<file path="config.mk">
export PLATFORM = sky130hd
export DESIGN_NAME = tmr_irq_ctl
export DESIGN_NICKNAME = d
export VERILOG_FILES = /design/src/rtl/tmr_irq_pkg.sv /design/src/rtl/tmr_irq_ctrl.sv /design/src/rtl/tmr_irq_dp.sv /design/src/rtl/tmr_irq_ctl.sv
export SDC_FILE = /design/constraint.sdc
export NUM_CORES = 1
export LEC_CHECK = 0
export CAP_MARGIN = 30
export CORE_ASPECT_RATIO = 0.75
export CORE_MARGIN = 1.5
export CORE_UTILIZATION = 32
export CTS_BUF_LIST = sky130_fd_sc_hd__clkbuf_4 sky130_fd_sc_hd__clkbuf_8
export CTS_CLUSTER_SIZE = 25
export DETAILED_ROUTE_END_ITERATION = 6
export GPL_TIMING_DRIVEN = 0
export HOLD_SLACK_MARGIN = 0.1
export PLACE_DENSITY = 0.8
export SYNTH_ARGS = -nofsm -noshare
export SYNTH_HDL_FRONTEND = slang
export SYNTH_SLANG_ARGS = --single-unit
</file>
<file path="constraint.sdc">
create_clock -name clk -period 0.8 [get_ports clk]
set_input_delay 0.16 -clock clk [delete_from_list [all_inputs] [get_ports clk]]
set_output_delay 0.16 -clock clk [all_outputs]
set_load 0.03 [all_outputs]
</file>
<file path="src/rtl/tmr_irq_pkg.sv">
package tmr_irq_pkg;
  localparam int NUM_SRC = 2;
  localparam int REG_W   = 8;

  // Bit positions are fixed by the register layout the core decodes.
  function automatic int tfPos(input int i); return 5 + 2 * i; endfunction
  function automatic int trPos(input int i); return 4 + 2 * i; endfunction
  function automatic int iePos(input int i); return 1 + 2 * i; endfunction
  function automatic int itPos(input int i); return 2 * i;     endfunction

  typedef struct packed {
    logic [NUM_SRC-1:0] setTf;
    logic [NUM_SRC-1:0] clrTf;
    logic [NUM_SRC-1:0] setIe;
    logic [NUM_SRC-1:0] clrIe;
    logic [NUM_SRC-1:0] lvlMode;
    logic [NUM_SRC-1:0] lvlVal;
    logic               wrEn;
    logic [REG_W-1:0]   wrData;
  } ctlStrobes_t;
endpackage

</file>
<file path="src/rtl/tmr_irq_ctrl.sv">
module tmr_irq_ctrl
  import tmr_irq_pkg::*;
#(
  parameter int SYNC_STAGES = 2
) (
  input  logic               clk,
  input  logic               rstN,
  input  logic               sfrWrEn,
  input  logic [REG_W-1:0]   sfrWrData,
  input  logic [NUM_SRC-1:0] tmrOvf,
  input  logic [NUM_SRC-1:0] extIntN,
  input  logic [NUM_SRC-1:0] ackTmr,
  input  logic [NUM_SRC-1:0] ackExt,
  input  logic [NUM_SRC-1:0] modeEdge,
  output ctlStrobes_t        strb
);
  localparam int LAST = SYNC_STAGES - 1;

  logic [NUM_SRC-1:0] pinSynced;
  logic [NUM_SRC-1:0] pinPrev;
  logic [NUM_SRC-1:0] fallSeen;

  for (genvar i = 0; i < NUM_SRC; i++) begin : g_sync
    logic [SYNC_STAGES-1:0] chain;
    always_ff @(posedge clk or negedge rstN) begin
      if (!rstN) chain <= '1;
      else       chain <= {chain[SYNC_STAGES-2:0], extIntN[i]};
    end
    assign pinSynced[i] = chain[LAST];
  end

  always_ff @(posedge clk or negedge rstN) begin
    if (!rstN) pinPrev <= '1;
    else       pinPrev <= pinSynced;
  end

  assign fallSeen = pinPrev & ~pinSynced;

  always_comb begin
    strb         = '0;
    strb.wrEn    = sfrWrEn;
    strb.wrData  = sfrWrData;
    strb.setTf   = tmrOvf;
    strb.clrTf   = ackTmr;
    strb.setIe   = fallSeen & modeEdge;
    strb.clrIe   = ackExt & modeEdge;
    strb.lvlMode = ~modeEdge;
    strb.lvlVal  = ~pinSynced;
  end

  for (genvar i = 0; i < NUM_SRC; i++) begin : g_chk
    assert_edge_set_only_in_edge_R6: assert property (@(posedge clk) disable iff (!rstN)
      strb.setIe[i] |-> modeEdge[i]);
    assert_level_ack_ignored_R8: assert property (@(posedge clk) disable iff (!rstN)
      !modeEdge[i] |-> !strb.clrIe[i]);
  end
endmodule

</file>
<file path="src/rtl/tmr_irq_dp.sv">
module tmr_irq_dp
  import tmr_irq_pkg::*;
(
  input  logic               clk,
  input  logic               rstN,
  input  ctlStrobes_t        strb,
  input  logic               ienGlobal,
  input  logic [NUM_SRC-1:0] ienTmr,
  input  logic [NUM_SRC-1:0] ienExt,
  output logic [REG_W-1:0]   regByte,
  output logic [NUM_SRC-1:0] modeEdge,
  output logic [NUM_SRC-1:0] tmrRun,
  output logic [2*NUM_SRC-1:0] irqReq
);
  logic [REG_W-1:0] regNext;

  always_comb begin
    regNext = regByte;
    if (strb.wrEn) regNext = strb.wrData;
    for (int i = 0; i < NUM_SRC; i++) begin
      if (strb.setTf[i])      regNext[tfPos(i)] = 1'b1;
      else if (strb.clrTf[i]) regNext[tfPos(i)] = 1'b0;
      if (strb.lvlMode[i])    regNext[iePos(i)] = strb.lvlVal[i];
      else if (strb.setIe[i]) regNext[iePos(i)] = 1'b1;
      else if (strb.clrIe[i]) regNext[iePos(i)] = 1'b0;
    end
  end

  always_ff @(posedge clk or negedge rstN) begin
    if (!rstN) regByte <= '0;
    else       regByte <= regNext;
  end

  for (genvar i = 0; i < NUM_SRC; i++) begin : g_out
    assign modeEdge[i]        = regByte[itPos(i)];
    assign tmrRun[i]          = regByte[trPos(i)];
    assign irqReq[i]          = regByte[tfPos(i)] & ienTmr[i] & ienGlobal;
    assign irqReq[NUM_SRC+i]  = regByte[iePos(i)] & ienExt[i] & ienGlobal;

    assert_tf_set_R4: assert property (@(posedge clk) disable iff (!rstN)
      strb.setTf[i] |=> regByte[tfPos(i)]);
    assert_tf_ack_clear_R5: assert property (@(posedge clk) disable iff (!rstN)
      strb.clrTf[i] && !strb.setTf[i] |=> !regByte[tfPos(i)]);
    assert_set_beats_write_R9: assert property (@(posedge clk) disable iff (!rstN)
      strb.setTf[i] && strb.wrEn && !strb.wrData[tfPos(i)] |=> regByte[tfPos(i)]);
    assert_level_track_R8: assert property (@(posedge clk) disable iff (!rstN)
      strb.lvlMode[i] |=> regByte[iePos(i)] == $past(strb.lvlVal[i]));
  end

  assert_run_hold_R3: assert property (@(posedge clk) disable iff (!rstN)
    !strb.wrEn |=> $stable(tmrRun));
endmodule

</file>
<file path="src/rtl/tmr_irq_ctl.sv">
module tmr_irq_ctl
  import tmr_irq_pkg::*;
#(
  parameter int SYNC_STAGES = 2
) (
  input  logic       clk,
  input  logic       rstN,
  input  logic       sfrWrEn,
  input  logic [7:0] sfrWrData,
  output logic [7:0] sfrRdData,
  input  logic [1:0] tmrOvf,
  input  logic [1:0] extIntN,
  input  logic [1:0] ackTmr,
  input  logic [1:0] ackExt,
  input  logic       ienGlobal,
  input  logic [1:0] ienTmr,
  input  logic [1:0] ienExt,
  output logic [1:0] tmrRun,
  output logic [3:0] irqReq
);
  ctlStrobes_t        strb;
  logic [NUM_SRC-1:0] modeEdge;

  tmr_irq_ctrl #(.SYNC_STAGES(SYNC_STAGES)) u_ctrl (
    .clk(clk), .rstN(rstN), .sfrWrEn(sfrWrEn), .sfrWrData(sfrWrData),
    .tmrOvf(tmrOvf), .extIntN(extIntN), .ackTmr(ackTmr), .ackExt(ackExt),
    .modeEdge(modeEdge), .strb(strb)
  );

  tmr_irq_dp u_dp (
    .clk(clk), .rstN(rstN), .strb(strb), .ienGlobal(ienGlobal),
    .ienTmr(ienTmr), .ienExt(ienExt), .regByte(sfrRdData),
    .modeEdge(modeEdge), .tmrRun(tmrRun), .irqReq(irqReq)
  );

  assert_irq_needs_global_R11: assert property (@(posedge clk) disable iff (!rstN)
    (|irqReq) |-> ienGlobal);
  assert_irq_flag_backed_R11: assert property (@(posedge clk) disable iff (!rstN)
    irqReq[0] |-> sfrRdData[5] && ienTmr[0]);
endmodule

</file>
# == Word level (Yosys, flattened, before mapping) ==
# Cells that the tools add are included.
# word_totals
ff_bits,14
elab_cells,36
inputBits,24
# op_classes
bitwise_logic,13
mux,11
reduce_logical,4
# op_table
cell,n
$mux 1,10
$and 1x1->1,8
$mux 8,1
$reduce_bool 4->1,2
$and 2x2->2,3
$reduce_bool 3->1,2
$not 2->2,2

# == Longest topological paths before layout ==
# Gate-level depths: netlist (run 1).
# depth
depth_word,5
ltp_mapped,3
mapped_depth_nobuf,2

# == Modules after synthesis ==
# Synthesis (run 1) repeated with hierarchy kept, for this count alone.
# unflattened
cells_unflattened,58
area_unflattened_um2,711.9
# modules_own_cells
mod,area_each_um2,instances,seq_area_each_um2,cells_each
tmr_irq_dp,411.6,1,200.2,31
tmr_irq_ctrl,300.3,1,157.7,27

# == Least setup slack after synthesis (run 1) ==
# OpenSTA, ideal clock, no wires.
# synth_timing
path_kind,flip-flop to output port
startpoint,reg u_dp.regByte[5]
endpoint,out irqReq[0]
setup_slack_ps,-242
required_ps,640
t_arrival_ps,882
stages_incl_launch_ff,2
cell_sequence,dfrtp_1 and3_1
# synth_via
elab_chain_cells,2
# synth_lines
element,line,text
"start, declared",tmr_irq_dp.sv:10,"output logic [REG_W-1:0] regByte,"
"start signal, assigned",tmr_irq_dp.sv:31,else regByte <= regNext;
$and 1x1->1 (2 in series),tmr_irq_dp.sv:37,assign irqReq[i] = regByte[tfPos(i)] & ienTmr[i] & ienGlobal;
"end, declared",tmr_irq_ctl.sv:19,output logic [3:0] irqReq
# Every way passes these cells.

# == Final worst setup path (run 1) ==
# layout_timing
startpoint,reg u_dp.regByte[7]
endpoint,out irqReq[1]
# The elaborated chain is that of the path after synthesis.

==> impl_metrics.json, run 1 <==
{
  "ys_ff_latch": 14,
  "fin_ws_ps": -342,
  "die_w_um": 51.2,
  "finalSetupViolCount": 19,
  "fin_util": 0.701,
  "cts_htree_levels": 1,
  "fill_cells": 113,
  "clock_path_buffers": 2,
  "place_hpwl_um": 953,
  "ys_seq_area_frac": 0.643,
  "status": "finished with violations",
  "antenna_left": 0,
  "peakVddDrop_uv": 1080,
  "path_cells": "and3_4 > buf_6",
  "start_kind": "flop",
  "synthToLayoutAreaGrowth_pct": 94.8,
  "post-place-ws_ps": -897,
  "synth_common_cells": "dfrtp_1, dfstp_2, and3_1, mux2i_1",
  "synth.most_common_cell": "dfrtp_1",
  "p_leak_nw": 0.477,
  "initial_core_util": 0.360,
  "antenna_found_initial": 0,
  "synth_warnings": 0,
  "rsz0062_at_grt": "true",
  "grt_max_degree": 15,
  "synth_cell_types": 13,
  "synth_top_area_frac": 0.360,
  "routed-via-count": 463,
  "core_area_mm2": 0.00155,
  "hp-class": "in2async",
  "netlist_area_um2": 557,
  "min_period_over_period": 1.43,
  "synth_edf_count": 0,
  "critPathRequiredTime_ps": 640,
  "clock-sinks": 14,
  "path_class": "reg2out",
  "die_h_um": 39.1,
  "clock-skew-final_ps": 0.478,
  "dr.pass1.iters": 2,
  "maxSlewHeadroom": 0.584,
  "numCtsBuffers": 3,
  "io_buffers": 36,
  "wire_per_inst_um": 12.6,
  "tightestPinTransition_ps": 622,
  "max_freq_ghz": 0.876,
  "fin_total_pwr_mw": 1.85,
  "syn_nets": 63,
  "grt_pass1_vias": 425,
  "arrival_ps": 980,
  "finalWirelength_um": 1310,
  "synthFlopType": "dfrtp_1",
  "track_usage": 0.139,
  "die-area_mm2": 0.00200,
  "slowest_delay_ps": 410,
  "cts_tree": "yes",
  "cts_root_buffer": "clkbuf_4",
  "grt_pass1_wl_um": 1900,
  "clk_latency_ps": 270,
  "avgSynthCellArea_um2": 14.3,
  "failed_checks": "negative hold slack, negative setup slack",
  "critPathCaptureType": "primary output",
  "whs_ps": -118,
  "drt-initial-drc-count": 4,
  "netlist_instances": 39,
  "remaining_drc_errors": 0,
  "ys_top_cells_by_area": "dfrtp_1, dfstp_2, mux2i_1",
  "hold_viol": 8,
  "critPathSlowestCell": "dfrtp_2",
  "path_clk_slew_ps": 80,
  "worst-path-max-fanout": 3,
  "via_per_inst": 4.45,
  "period_minus_slack_ps": 1140,
  "grt-ovfl-total": 0,
  "power.density_mw_per_mm2": 1700,
  "async_flop_share": 1.00,
  "gp_congestion": 0.588,
  "diodes": 0,
  "cts_hold_buf": 0,
  "io_pins": 38,
  "placementRows": 12,
  "yosysTopAreaCell": "dfrtp_1",
  "maxSlewViolCount": 0,
  "drive_gt1_frac": 0.614,
  "maxCapViolations": 0,
  "final_nets": 108
}
==> routing by layer <==
metal	global-route usage	up-vias	wire length [um]
li1	-	222	-
met1	0.163	208	498
met2	0.227	33	597
met3	0.0543	0	216
met4	0.0608	0	0
met5	0	-	0
==> path summary, 6_finish.rpt <==
kind / startpoint / end / slack [ps] / depth (start not counted)
max: u_dp.regByte[7] / irqReq[1] / -340 / 2
min: rstN / u_dp.regByte[6] / -120 / 1
max reg2reg: u_dp.regByte[0] / u_dp.regByte[1] / -50 / 3
min reg2reg: u_ctrl.g_sync[1].chain[0] / u_ctrl.g_sync[1].chain[1] / 360 / 0
max in group asynchronous: rstN / u_dp.regByte[7] / 480 / 1
min in group clk: sfrWrEn / u_dp.regByte[0] / 130 / 2
==> report_power, final <==
group          internal (mW)  leakage (nW)  switching (mW)  total (mW)
registers              0.778         0.148          0.0422       0.821
clock network          0.276        0.0210           0.219       0.495
logic                  0.306         0.308           0.225       0.531
==> cell families after synthesis <==
logic type / share of synthesized area
DFF: 0.643
muxes: 0.112
and+or+nand+nor: 0.0809
buffers and inverters: 0.0607
AOI/OAI and AO/OA: 0.103
==> state kept, by name, indices dropped and copies added, names as in the netlist <==
signal,count
u_dp.regByte,8
u_ctrl.g_sync.chain,4
u_ctrl.pinPrev,2
==> through the flow <==
stage	std cells	hold slack (ps)	TNS (ps)	cell area, um2
finish	104	-118	-3960	1080
global route	104	-81.2	-4600	1080
CTS	102	144	-3920	1030
detailed placement	96	347	-11510	981
global placement	96	345	-11040	981
floorplan	39	-136	-458	594
==> cell type report <==
class | count | area, um2 | area share
clock buffer | 4 | 36.3 | 0.0334
inverter | 2 | 7.51 | 0.00692
multi-input combinational | 20 | 200 | 0.185
tap | 21 | 26.3 | 0.0242
buffer | 3 | 33.8 | 0.0311
sequential | 14 | 368 | 0.339
timing repair buffer | 40 | 413 | 0.381
==> critical path: cells and delay by family (launching register included) <==
| kind | cells | cell delay, ps |
|---|---|---|
| flops | 1 | 410 |
| simple gates | 1 | 170 |
| buf+inv | 1 | 130 |
==> cells in the final DEF, fill, tap and decap left out, drive strengths merged <==
cell type / netlist / final
o21bai: 2 / 2
dfrtp: 8 / 8
o21ai: 2 / 2
mux2: 2 / 2
dlygate4sd2: 0 / 1
clkbuf: 0 / 4
clkdlybuf4s50: 0 / 20
o32ai: 2 / 2
mux2i: 4 / 4
dlymetal6s2s: 0 / 1
dfstp: 6 / 6
and3: 4 / 4
nor2b: 2 / 2
buf: 3 / 21
nand2: 2 / 2
inv: 2 / 2
==> what timing repair did <==
| action | in CTS | in global routing |
|---|---|---|
| endpoints found under the hold margin | 0 | 8 |
| buffers inserted | 2 | 2 |
| gates resized for setup | 95 | 13 |
| gates cloned | 0 | 0 |
| setup endpoints to repair | 15 | 29 |
| pin swaps | 5 | 2 |
Power figures use the tool's default switching activity.
==> run 2: changes to the inputs <==
Settings changed: CORE_ASPECT_RATIO 0.75 to default, CORE_UTILIZATION 32 to 35, PLACE_DENSITY 0.8 to 0.83.
Clock period 0.8 ns to 1.3 ns, I/O delays scaled along.
==> run 2 against run 1 <==
The run now ends clean. Register-to-register slack gained 530 ps. Die area shrank 8.1%. Wire length down 9.7%. Power fell by 44%. Critical path depth stayed put. Clock skew increased by 5.0 ps. Via count increased by 5.0%. Global-route usage is 1.0 points higher. First-iteration DRC count increased by 25%. Sequential share of layout area is 3.8 points higher. Critical endpoint unchanged. Largest cell class unchanged. Largest power group unchanged. Highest routed layer is now met4.
==> impl_metrics.json, run 2 (same netlist as run 1, synthesis figures left out) <==
{
  "fin_total_pwr_mw": 1.03,
  "grtUsageMet3": 0.0596,
  "maxSlewHeadroom": 0.607,
  "p_seq_frac": 0.481,
  "power.density_mw_per_mm2": 1080,
  "io_pins": 38,
  "grt_pass1_vias": 464,
  "gp_congestion": 0.632,
  "fin_ws_ps": 35.5,
  "diodes": 0,
  "cts_root_buffer": "clkbuf_4",
  "maxSlewViolCount": 0,
  "core_area_mm2": 0.00149,
  "combinationalPowerShare": 0.257,
  "die_h_um": 42.9,
  "initial_core_util": 0.374,
  "final_nets": 107,
  "placed_cells": 91,
  "antenna_left": 0,
  "worst-path-max-fanout": 3,
  "place_hpwl_um": 937,
  "grt-ovfl-total": 0,
  "critPathCaptureType": "primary output",
  "finalSetupViolCount": 0,
  "status": "completed",
  "drt-initial-drc-count": 5,
  "grt_use_met1": 0.178,
  "final_area_um2": 950,
  "clock-skew-final_ps": 5.45,
  "peakVddDrop_uv": 662,
  "p_leak_nw": 0.445,
  "remaining_drc_errors": 0,
  "arrival_ps": 1000,
  "cts_hold_buf": 0,
  "cts_tree": "yes",
  "met2_usage": 0.212,
  "p_int_mw": 0.749,
  "wire_per_inst_um": 12.1,
  "grt_busiest_layer": "met2",
  "pwr-share-clk": 0.262,
  "start_kind": "flop",
  "mostFrequentLayoutCells": "clkdlybuf4s50_1, dfrtp_1, clkbuf_2",
  "min_period_over_period": 0.973,
  "hold_viol": 0,
  "tightestPinTransition_ps": 588,
  "p_sw_mw": 0.278,
  "layout_commonest_cell": "clkdlybuf4s50_1",
  "synthToLayoutAreaGrowth_pct": 70.6,
  "post-place-ws_ps": -601,
  "worstHoldPathCells": 2,
  "cts_htree_levels": 1,
  "via_per_inst": 4.96,
  "die_w_um": 42.9,
  "drive_gt1_frac": 0.415,
  "path_class": "reg2out",
  "numCtsBuffers": 3,
  "placed_cell_area_um2": 937,
  "clk_latency_ps": 270,
  "final_cells": 98,
  "reg2reg_depth": 3,
  "grt_pass1_wl_um": 1940,
  "routed-via-count": 486,
  "finalWirelength_um": 1190,
  "reg.largest.list": "u_dp.regByte x8, u_ctrl.g_sync.chain x4, u_ctrl.pinPrev x2",
  "max_freq_ghz": 0.791,
  "grt_max_degree": 15,
  "io_buffers": 36,
  "largest_reg_flops": 8,
  "clock_path_buffers": 2,
  "tns_ps": 0,
  "maxCapViolations": 0,
  "hp-class": "in2reg",
  "dr.pass1.iters": 2,
  "regMostFlops": "u_dp.regByte",
  "period_minus_slack_ps": 1260,
  "clock-sinks": 14,
  "netSwitchingFraction": 0.271,
  "critPathRequiredTime_ps": 1040,
  "track_usage": 0.149,
  "fill_cells": 124,
  "antenna_found_initial": 0,
  "placementRows": 14,
  "die-area_mm2": 0.00184,
  "path_clk_slew_ps": 80
}
## run 2: changes by cell type in the layout (fill, tap and decap cells not counted), sizes merged
| cell | change |
|---|---|
| buf | -9 |
| clkbuf | +7 |
| clkdlybuf4s15 | +1 |
| clkdlybuf4s50 | +1 |
| dlymetal6s2s | -1 |
## run 2: through the flow
step	util	hold slack, ps
final	0.638	255
after global routing	0.638	257
after CTS	0.629	250
after detailed placement	0.629	352
after global placement	0.629	346
after floorplan	-	-35.6
## run 2: layer usage
layer  up-vias  routed length (um)
li1        221                   -
met4         0                  19
met5         -                   0
met3         2                 152
met1       232                 443
met2        31                 569
## run 2: worst paths after layout
| kind | startpoint | to | slack, ps |
|---|---|---|---|
| max | u_dp.regByte[7] | irqReq[1] | 40 |
| min | sfrWrEn | u_dp.regByte[0] | 260 |
| max reg2reg | u_dp.regByte[5] | u_dp.regByte[5] | 480 |
| min reg2reg | u_ctrl.g_sync[1].chain[0] | u_ctrl.g_sync[1].chain[1] | 360 |
| max in group asynchronous | rstN | u_dp.regByte[2] | 560 |
| min in group asynchronous | rstN | u_dp.regByte[6] | 350 |
## run 2: final cells by class
type                    instances  area [um2]  share of cell area
plain buffers                   3        26.3              0.0277
repair buffers                 39         343               0.361
flip-flops and latches         14         358               0.377
inverters                       2        7.51             0.00791
clock buffers                   4        30.0              0.0316
multi-input cells              20         165               0.174
well taps                      16        20.0              0.0211
## run 2: power groups by stage
stage          logic [mW]  registers (mW)  clock network (mW)
6_report            0.264           0.494               0.269
5_1_grt             0.282           0.499               0.301
4_1_cts             0.258           0.495               0.281
3_5_place_dp        0.282           0.503                   0
3_3_place_gp        0.278           0.501                   0
2_1_floorplan      0.0837           0.545                   0
## run 2: worst max-delay path, stage by stage, from the launching register on
cell and delay [ps]:
dfrtp_1 400, and3_1 190, buf_6 130
## run 2: repair_timing
| action | in CTS | in global routing |
|---|---|---|
| endpoints found under the setup margin | 14 | 11 |
| buffers inserted | 0 | 3 |
| pin swaps | 0 | 0 |
| gates resized for setup | 47 | 19 |
==> run 3: changes to the inputs <==
Settings changed: CORE_MARGIN 1.5 to 3.
==> run 3 against run 2 <==
Clock power shrank 17%. Critical path depth grew 1. First-iteration DRC count grew 80%. Setup slack gained 2.4 ps. Register-to-register slack lost 70 ps. Sequential power is essentially flat. Power shrank 4.2%. Critical path type is now in2out. Global-route usage shrank 0.65 points. Largest power group unchanged.
==> impl_metrics.json, run 3 (same netlist as run 1, synthesis figures left out) <==
{
  "status": "completed",
  "wire_per_inst_um": 14.2,
  "dr.max_layer_used": "met4",
  "m1WireLength_um": 501,
  "reg.largest.list": "u_dp.regByte x8, u_ctrl.g_sync.chain x4, u_ctrl.pinPrev x2",
  "clk_latency_ps": 260,
  "mostFrequentLayoutCells": "clkdlybuf4s50_1, buf_4, dfrtp_1",
  "cts_htree_levels": 1,
  "antenna_found_initial": 0,
  "wl_met2_um": 696,
  "routed-via-count": 468,
  "maxCapViolations": 0,
  "hold_viol": 0,
  "max_freq_ghz": 0.792,
  "fill_cells": 104,
  "start_kind": "input port",
  "critPathSlowestCell": "clkdlybuf4s50_1",
  "io_buffers": 36,
  "final_nets": 108,
  "path_clk_slew_ps": 70,
  "hp-class": "in2reg",
  "whs_ps": 269,
  "initial_core_util": 0.398,
  "drt-initial-drc-count": 9,
  "drive_gt1_frac": 0.415,
  "die_w_um": 45.9,
  "remaining_drc_errors": 0,
  "largest_reg_flops": 8,
  "slowest_delay_ps": 450,
  "grt_max_degree": 15,
  "numCtsBuffers": 3,
  "peakVddDrop_uv": 593,
  "clock-skew-final_ps": 2.32,
  "path_cells": "clkdlybuf4s50_1 > and3_1 > buf_4",
  "power.density_mw_per_mm2": 1050,
  "finalSetupViolCount": 0,
  "p_leak_nw": 0.441,
  "cts_hold_buf": 0,
  "cts_root_buffer": "clkbuf_4",
  "placementRows": 13,
  "cts_tree": "yes",
  "antenna_left": 0,
  "place_hpwl_um": 1110,
  "tightestPinTransition_ps": 597,
  "critPathRequiredTime_ps": 1040,
  "wl_met3_um": 155,
  "dr.pass1.iters": 4,
  "layout_commonest_cell": "clkdlybuf4s50_1",
  "die-area_mm2": 0.00211,
  "grt_pass1_wl_um": 2060,
  "arrival_ps": 1000,
  "grt-ovfl-total": 0,
  "fin_total_pwr_mw": 0.984,
  "fin_util": 0.667,
  "clock_path_buffers": 2,
  "tns_ps": 0,
  "grt_pass1_vias": 450,
  "via_per_inst": 4.82,
  "path_class": "in2out",
  "diodes": 0,
  "maxSlewHeadroom": 0.601,
  "synthToLayoutAreaGrowth_pct": 67.6,
  "regMostFlops": "u_dp.regByte",
  "finalWirelength_um": 1380,
  "gp_congestion": 0.717,
  "clock-sinks": 14,
  "core_area_mm2": 0.00140,
  "worst-path-max-fanout": 1,
  "critPathCaptureType": "primary output",
  "rsz0062_at_grt": "false",
  "maxSlewViolCount": 0,
  "track_usage": 0.143,
  "die_h_um": 45.9,
  "min_period_over_period": 0.971,
  "io_pins": 38,
  "period_minus_slack_ps": 1260
}
run 3: per-layer routing:
metal	track usage	vias to the layer above
met5	0	-
met4	0.0852	0
met3	0.0356	2
met2	0.236	24
met1	0.162	222
li1	-	220
run 3: worst max-delay path: cells and delay by family:
kind / cells / cell delay [ps]
buffers and inverters: 2 / 600
AND/OR/NAND/NOR: 1 / 140
run 3: cell type report:
type	instances	area, um2	area share
tap	15	18.8	0.0201
buffer	3	26.3	0.0282
multi-input combinational	20	165	0.177
sequential	14	358	0.383
clock buffer	3	22.5	0.0241
timing repair buffer	40	335	0.359
inverter	2	7.51	0.00804
run 3: path summary, 6_finish.rpt:
kind                                                   to  slack [ps]                       from  cells after the start
worst max-delay path                            irqReq[1]          40                  ienTmr[1]                      3
worst min-delay path                      u_dp.regByte[2]         270                    sfrWrEn                      2
worst max register to register            u_dp.regByte[3]         410            u_dp.regByte[3]                      3
worst min register to register  u_ctrl.g_sync[0].chain[1]         360  u_ctrl.g_sync[0].chain[0]                      0
max in group asynchronous                 u_dp.regByte[4]         540                       rstN                      1
min in group asynchronous                 u_dp.regByte[3]         370                       rstN                      1
run 3: power breakdown:
| part | internal, mW | switching, mW |
|---|---|---|
| Clock | 0.107 | 0.115 |
| Combinational | 0.135 | 0.132 |
| Sequential | 0.475 | 0.0212 |
| Total | 0.716 | 0.268 |
run 3: stage by stage:
stage	instances	instance area, um2	setup slack, ps
final	97	933	38.0
after global routing	97	933	0.0837
after detailed placement	90	936	-567
after global placement	90	936	-562
after CTS	93	928	0.292
after floorplan	39	557	158
run 3: repair_timing:
action / CTS / global route
setup buffers: 0 / 4
endpoints found under the setup margin: 14 / 11
hold endpoints to repair: 0 / 0
pin swaps: 0 / 0
gates resized for setup: 47 / 15
